<file path="config.mk">
export PLATFORM = sky130hd
export DESIGN_NAME = cla_adder
export DESIGN_NICKNAME = d
export VERILOG_FILES = /design/src/rtl/cla_pkg.sv /design/src/rtl/cla_lookahead.sv /design/src/rtl/cla_group_pg.sv /design/src/rtl/cla_group.sv /design/src/rtl/cla_adder.sv
export SDC_FILE = /design/constraint.sdc
export NUM_CORES = 1
export LEC_CHECK = 0
export BUFFER_PORTS_ARGS = -buffer_cell sky130_fd_sc_hd__buf_4
export CORE_MARGIN = 2
export CORE_UTILIZATION = 27
export DETAILED_ROUTE_END_ITERATION = 7
export PLACE_DENSITY = 0.52
export SYNTH_ARGS = -nofsm -noshare
export SYNTH_HDL_FRONTEND = slang
export SYNTH_SLANG_ARGS = --single-unit
</file>
<file path="constraint.sdc">
create_clock -name vclk -period 3.6
set_clock_uncertainty 0.1 [all_clocks]
set_input_delay 0.18 -clock vclk [all_inputs]
set_output_delay 0.18 -clock vclk [all_outputs]
set_load 0.1 [all_outputs]
</file>
<file path="src/rtl/cla_pkg.sv">
package cla_pkg;
  parameter int unsigned CLA_WIDTH = 16;
  parameter int unsigned CLA_GRP_W = 4;
endpackage

</file>
<file path="src/rtl/cla_lookahead.sv">
// Flat lookahead: c_o[k] is the carry out of position k, as a sum of products.
module cla_lookahead #(
  parameter int unsigned N = 4
) (
  input  logic [N-1:0] p_i,
  input  logic [N-1:0] g_i,
  input  logic         c_i,
  output logic [N-1:0] c_o
);
  always_comb begin
    for (int k = 0; k < N; k++) begin
      logic carry_term;
      logic prod;
      carry_term = c_i;
      for (int j = 0; j <= k; j++) carry_term = carry_term & p_i[j];
      for (int j = 0; j <= k; j++) begin
        prod = g_i[j];
        for (int m = j + 1; m <= k; m++) prod = prod & p_i[m];
        carry_term = carry_term | prod;
      end
      c_o[k] = carry_term;
    end
  end
endmodule

</file>
<file path="src/rtl/cla_group_pg.sv">
module cla_group_pg #(
  parameter int unsigned N = 4
) (
  input  logic [N-1:0] p_i,
  input  logic [N-1:0] g_i,
  output logic         gp_o,
  output logic         gg_o
);
  always_comb begin
    logic prod;
    gp_o = &p_i;
    gg_o = 1'b0;
    for (int j = 0; j < N; j++) begin
      prod = g_i[j];
      for (int m = j + 1; m < N; m++) prod = prod & p_i[m];
      gg_o = gg_o | prod;
    end
  end
endmodule

</file>
<file path="src/rtl/cla_group.sv">
module cla_group #(
  parameter int unsigned GRP_W = 4
) (
  input  logic [GRP_W-1:0] a_i,
  input  logic [GRP_W-1:0] b_i,
  input  logic             c_i,
  output logic [GRP_W-1:0] sum_o,
  output logic             gp_o,
  output logic             gg_o
);
  localparam int unsigned NINT = GRP_W - 1;

  logic [GRP_W-1:0] bit_p, bit_g, bit_c;
  logic [NINT-1:0]  int_c;

  assign bit_p = a_i | b_i;
  assign bit_g = a_i & b_i;

  // Only the carries into bits 1..GRP_W-1 are needed here; the group carry-out comes from level two.
  cla_lookahead #(.N(NINT)) i_la (
    .p_i(bit_p[NINT-1:0]),
    .g_i(bit_g[NINT-1:0]),
    .c_i(c_i),
    .c_o(int_c)
  );

  cla_group_pg #(.N(GRP_W)) i_pg (
    .p_i (bit_p),
    .g_i (bit_g),
    .gp_o(gp_o),
    .gg_o(gg_o)
  );

  assign bit_c = {int_c, c_i};
  assign sum_o = a_i ^ b_i ^ bit_c;
endmodule

</file>
<file path="src/rtl/cla_adder.sv">
module cla_adder
  import cla_pkg::*;
#(
  parameter int unsigned WIDTH = CLA_WIDTH,
  parameter int unsigned GRP_W = CLA_GRP_W
) (
  input  logic [WIDTH-1:0] a_i,
  input  logic [WIDTH-1:0] b_i,
  input  logic             c_i,
  output logic [WIDTH-1:0] sum_o,
  output logic             c_o
);
  localparam int unsigned N_GRP = WIDTH / GRP_W;

  logic [N_GRP-1:0] grp_p, grp_g;
  logic [N_GRP:0]   grp_c;
  logic [N_GRP-1:0] lvl2_c;

  cla_lookahead #(.N(N_GRP)) i_lvl2 (
    .p_i(grp_p),
    .g_i(grp_g),
    .c_i(c_i),
    .c_o(lvl2_c)
  );

  assign grp_c = {lvl2_c, c_i};
  assign c_o   = grp_c[N_GRP];

  for (genvar gi = 0; gi < N_GRP; gi++) begin : g_grp
    cla_group #(.GRP_W(GRP_W)) i_grp (
      .a_i  (a_i[gi*GRP_W +: GRP_W]),
      .b_i  (b_i[gi*GRP_W +: GRP_W]),
      .c_i  (grp_c[gi]),
      .sum_o(sum_o[gi*GRP_W +: GRP_W]),
      .gp_o (grp_p[gi]),
      .gg_o (grp_g[gi])
    );
  end
endmodule

</file>
After elaboration in Yosys (flattened, before gate mapping):

Index checks and enable logic that the tools add are counted.

* reduce and logical (&&, ||, !) cells: 4
* bitwise operators: 108

Operator list (number)
* $and A1 B1 Y1: 46
* $or A1 B1 Y1: 46
* $xor A4 B4 Y4: 8
* $and A4 B4 Y4: 4
* $or A4 B4 Y4: 4
* $reduce_and A4 Y1: 4

* output and inout bits: 17
* register bits after elaboration: 0
* word-level logic and storage cells: 112
* input bits: 33

Longest topological paths before layout:

* word-level depth: 19
* gate-level depth with buffers: 8
* gate-level depth less buffers: 8

By module:

A second synthesis with hierarchy kept.

* cells, all modules: 141
* area, all modules: 989.7 um^2

Modules (own cells, without submodules)
* cla_group: cells an instance 24, instances 4, area an instance 180.2 um^2, sequential area each 0.0 um^2
* cla_lookahead (g_grp[0].i_grp.i_la ...): cells an instance 4, instances 4, area an instance 31.3 um^2, sequential area each 0.0 um^2
* cla_group_pg: cells an instance 6, instances 4, area an instance 26.3 um^2, sequential area each 0.0 um^2
* cla_lookahead (i_lvl2): cells an instance 5, instances 1, area an instance 38.8 um^2, sequential area each 0.0 um^2

Worst setup path after synthesis:

No wires, ideal clock.

* kind: input to output
* start: input a_i[5]
* end: output c_o
* data required time: 3.320 ns
* cell stages on the path: 7
* path slack: -0.207 ns
* arrival: 3.527 ns
* path buffers: 0
* path through: inv_1 > ha_1 > nand2b_1 > a221oi_2 > o311ai_2 > and3b_2 > o31ai_1

* longest elaborated chain between the ends: 12
* elaborated cells between the ends (all ways): 23
* classes of those cells: bitwise: 22; reduce/logical: 1

RTL lines
* start: declaration: RTL line cla_adder.sv:7 `input logic [WIDTH-1:0] a_i,`
* $or A4 B4 Y4: RTL line cla_group.sv:16 `assign bit_p = a_i | b_i;`
* $and A1 B1 Y1 (3 in series): RTL line cla_group_pg.sv:15 `for (int m = j + 1; m < N; m++) prod = prod & p_i[m];`
* $or A1 B1 Y1 (3 in series): RTL line cla_group_pg.sv:16 `gg_o = gg_o | prod;`
* $and A1 B1 Y1 (2 in series): RTL line cla_lookahead.sv:18 `for (int m = j + 1; m <= k; m++) prod = prod & p_i[m];`
* $or A1 B1 Y1 (*) (3 in series): RTL line cla_lookahead.sv:19 `carry_term = carry_term | prod;`
* end: declaration: RTL line cla_adder.sv:11 `output logic c_o`

Mark *: on every way between the ends. The rest lies on a longest branch, timed or not.

Worst setup path after layout:

* start: input a_i[8]
* end: output sum_o[13]

* longest elaborated chain between the ends: 11
* elaborated cells between the ends (all ways): 18
* classes of those cells: bitwise: 17; reduce/logical: 1

RTL lines
* $and A4 B4 Y4: RTL line cla_group.sv:17 `assign bit_g = a_i & b_i;`
* $and A1 B1 Y1 (3 in series): RTL line cla_group_pg.sv:15
* $or A1 B1 Y1 (3 in series): RTL line cla_group_pg.sv:16
* $or A1 B1 Y1 (*): RTL line cla_lookahead.sv:19
* $and A1 B1 Y1 (*): RTL line cla_lookahead.sv:15 `for (int j = 0; j <= k; j++) carry_term = carry_term & p_i[j];`
* $or A1 B1 Y1 (*): RTL line cla_lookahead.sv:19
* $xor A4 B4 Y4 (*): RTL line cla_group.sv:35 `assign sum_o = a_i ^ b_i ^ bit_c;`
* end: declaration: RTL line cla_adder.sv:10 `output logic [WIDTH-1:0] sum_o,`

Marks and branches as above.

==> reports/metrics.cfg <==
[min_path]
hold_path_depth=3
holdCritPathClass=input port to output pin
hold_path_startpoint=b_i[12]
whs_endpoint=sum_o[12]

[placed_design]
gp_congestion=0.758
hpwl_um=2170
placedCellCount=250
portBuffers=50
post-place-ws_ps=942

[layout]
area.sequential_um2=0
fin_cells=250
drive_gt1_frac=0.300
areaGrowthSynthToFinish_pct=40.6
seq_cells=0
clkbuf_count=0
insertedDiodeCount=0
nFillCells=454
fin_nets=271
post-route-util=0.396

[sta]
finalWorstSetupSlack_ps=954
final-setup-viol-count=0
hold_violations=0
slew_headroom=0.784
fmax_mhz=378
setup-tns-final_ps=0
rsz0062_at_grt=no
period_minus_slack_ps=2650
fin_crit_sh=0.735
worst_pin_slew_ps=324
slew_viol_final=0

[setup_path]
cp_max_fo=4
arrival_ps=2370
start_kind=input port
endpoint_kind=output pin
crit_type=input port to output pin
cp.required_ps=3320

[drt]
wl_per_cell_um=9.16
routed_wl_um=2290
first_pass_iters=4
via_per_inst=4.40
vias=1100
initialDrtViolationCount=8
ant_nets=0
drt_drc_violations_left=0

[pwr]
pwr-share-seq=0
p_leak_nw=0.914
p_sw_mw=0.397
swShare=0.741
p_comb_frac=1.000
clkPwrFrac=0
power.density_nw_per_um2=336
p_int_mw=0.138
peakVddDrop_mv=0.185

[floorplanning]
core_area_um2=4030
die_w_um=68.8
start_util=0.281
ioPinCount=50
dieArea_um2=4730
die_h_um=68.8
num_rows=23

[yosys]
syn_area_per_cell_um2=7.56
syn_inst=150
synth_nets=219
synth_warnings=0
syn-cell-area_um2=1130
ys_types=35
ys_seq_area_frac=0

[outcome]
outcome=completed

[global_route]
grt_first_pass_wirelength_um=3800
antenna_found_initial=0
grt_max_degree=6
grt_use_total=0.0989
grt_pass1_vias=980
grt_overflow_total=0

[clocking]
holdBufCountCts=0
post_cts_buffers=0
cts.repair.resized=0

[run]
drv_cap=0

## cell usage in the layout (no fill, tap or decap), types with 2 or more instances in the layout
| cell type | count |
|---|---|
| a21o_1 | 4 |
| a21oi_1 | 3 |
| a311oi_2 | 2 |
| and3_1 | 3 |
| buf_4 | 50 |
| fa_1 | 4 |
| ha_1 | 32 |
| inv_1 | 41 |
| nand2_1 | 3 |
| nand2b_1 | 3 |
| nand3_1 | 2 |
| nor2_1 | 10 |
| nor2b_1 | 5 |
| nor3_1 | 4 |
| nor3b_1 | 2 |
| o21ai_0 | 4 |
| xnor2_1 | 5 |
| xor2_1 | 3 |
## metrics by stage
stage | power [mW] | area, um2 | hold slack, ps
2_1_floorplan | 0.427 | 1160 | 782
3_3_place_gp | 0.539 | 1590 | 794
3_5_place_dp | 0.539 | 1590 | 792
4_1_cts | 0.541 | 1590 | 800
5_1_grt | 0.568 | 1590 | 813
6_report | 0.535 | 1590 | 796
## worst max-delay path, cell delays in order
cell and delay, ps:
buf_4 120, ha_1 230, or3b_1 400, a311o_1 350, o31ai_1 80, o21ai_0 150
fa_1 390, xor2_1 150, buf_4 310
## Yosys cell counts (all sizes together) (2+ instances only)
library cell,instances,share of area
nand2,3,0.0099
xnor2,5,0.039
a21oi,3,0.013
inv,41,0.14
nand2b,3,0.017
a311oi,3,0.023
ha,32,0.35
nor2b,5,0.028
nand3,2,0.0088
and3,3,0.017
o31ai,2,0.013
o21ai,5,0.025
nor4,2,0.017
nor3b,2,0.013
fa,4,0.071
nor2,10,0.033
nor3,4,0.018
a21o,4,0.026
xor2,3,0.023
## cell type report
class	count	area, um2	area share
repair buffers	50	375	0.235
multi-input cells	109	1000	0.629
inverters	41	154	0.0965
well taps	50	62.6	0.0392
## power groups by stage
| stage | sequential (mW) | clock [mW] | combinational [mW] |
|---|---|---|---|
| after floorplan | 0 | 0 | 0.427 |
| after global placement | 0 | 0 | 0.539 |
| after detailed placement | 0 | 0 | 0.539 |
| after CTS | 0 | 0 | 0.541 |
| after global routing | 0 | 0 | 0.568 |
| final | 0 | 0 | 0.535 |
## cells by family (layout without fill, tap and decap cells)
group	count (synthesis)	count (layout)	synth area share
xor+xnor	8	8	0.0618
compound gates	25	25	0.178
fa+ha+maj	36	36	0.424
buf+inv	41	91	0.136
simple gates	40	40	0.201
## per-layer routing
layer	vias to the layer above	track usage	part of all wire
li1	590	-	-
met1	474	0.135	0.46
met2	36	0.169	0.42
met3	0	0.0211	0.12
met4	0	0	0
met5	-	0	0
## worst max path at each step
stage / from / end / depth (start not counted)
after floorplan: a_i[8] / sum_o[13] / 7
after global placement: a_i[8] / sum_o[13] / 9
after detailed placement: a_i[8] / sum_o[13] / 9
after CTS: a_i[8] / sum_o[13] / 9
after global routing: a_i[8] / sum_o[13] / 9
final: a_i[8] / sum_o[13] / 9
No activity file was read; power rests on OpenSTA's default activity.
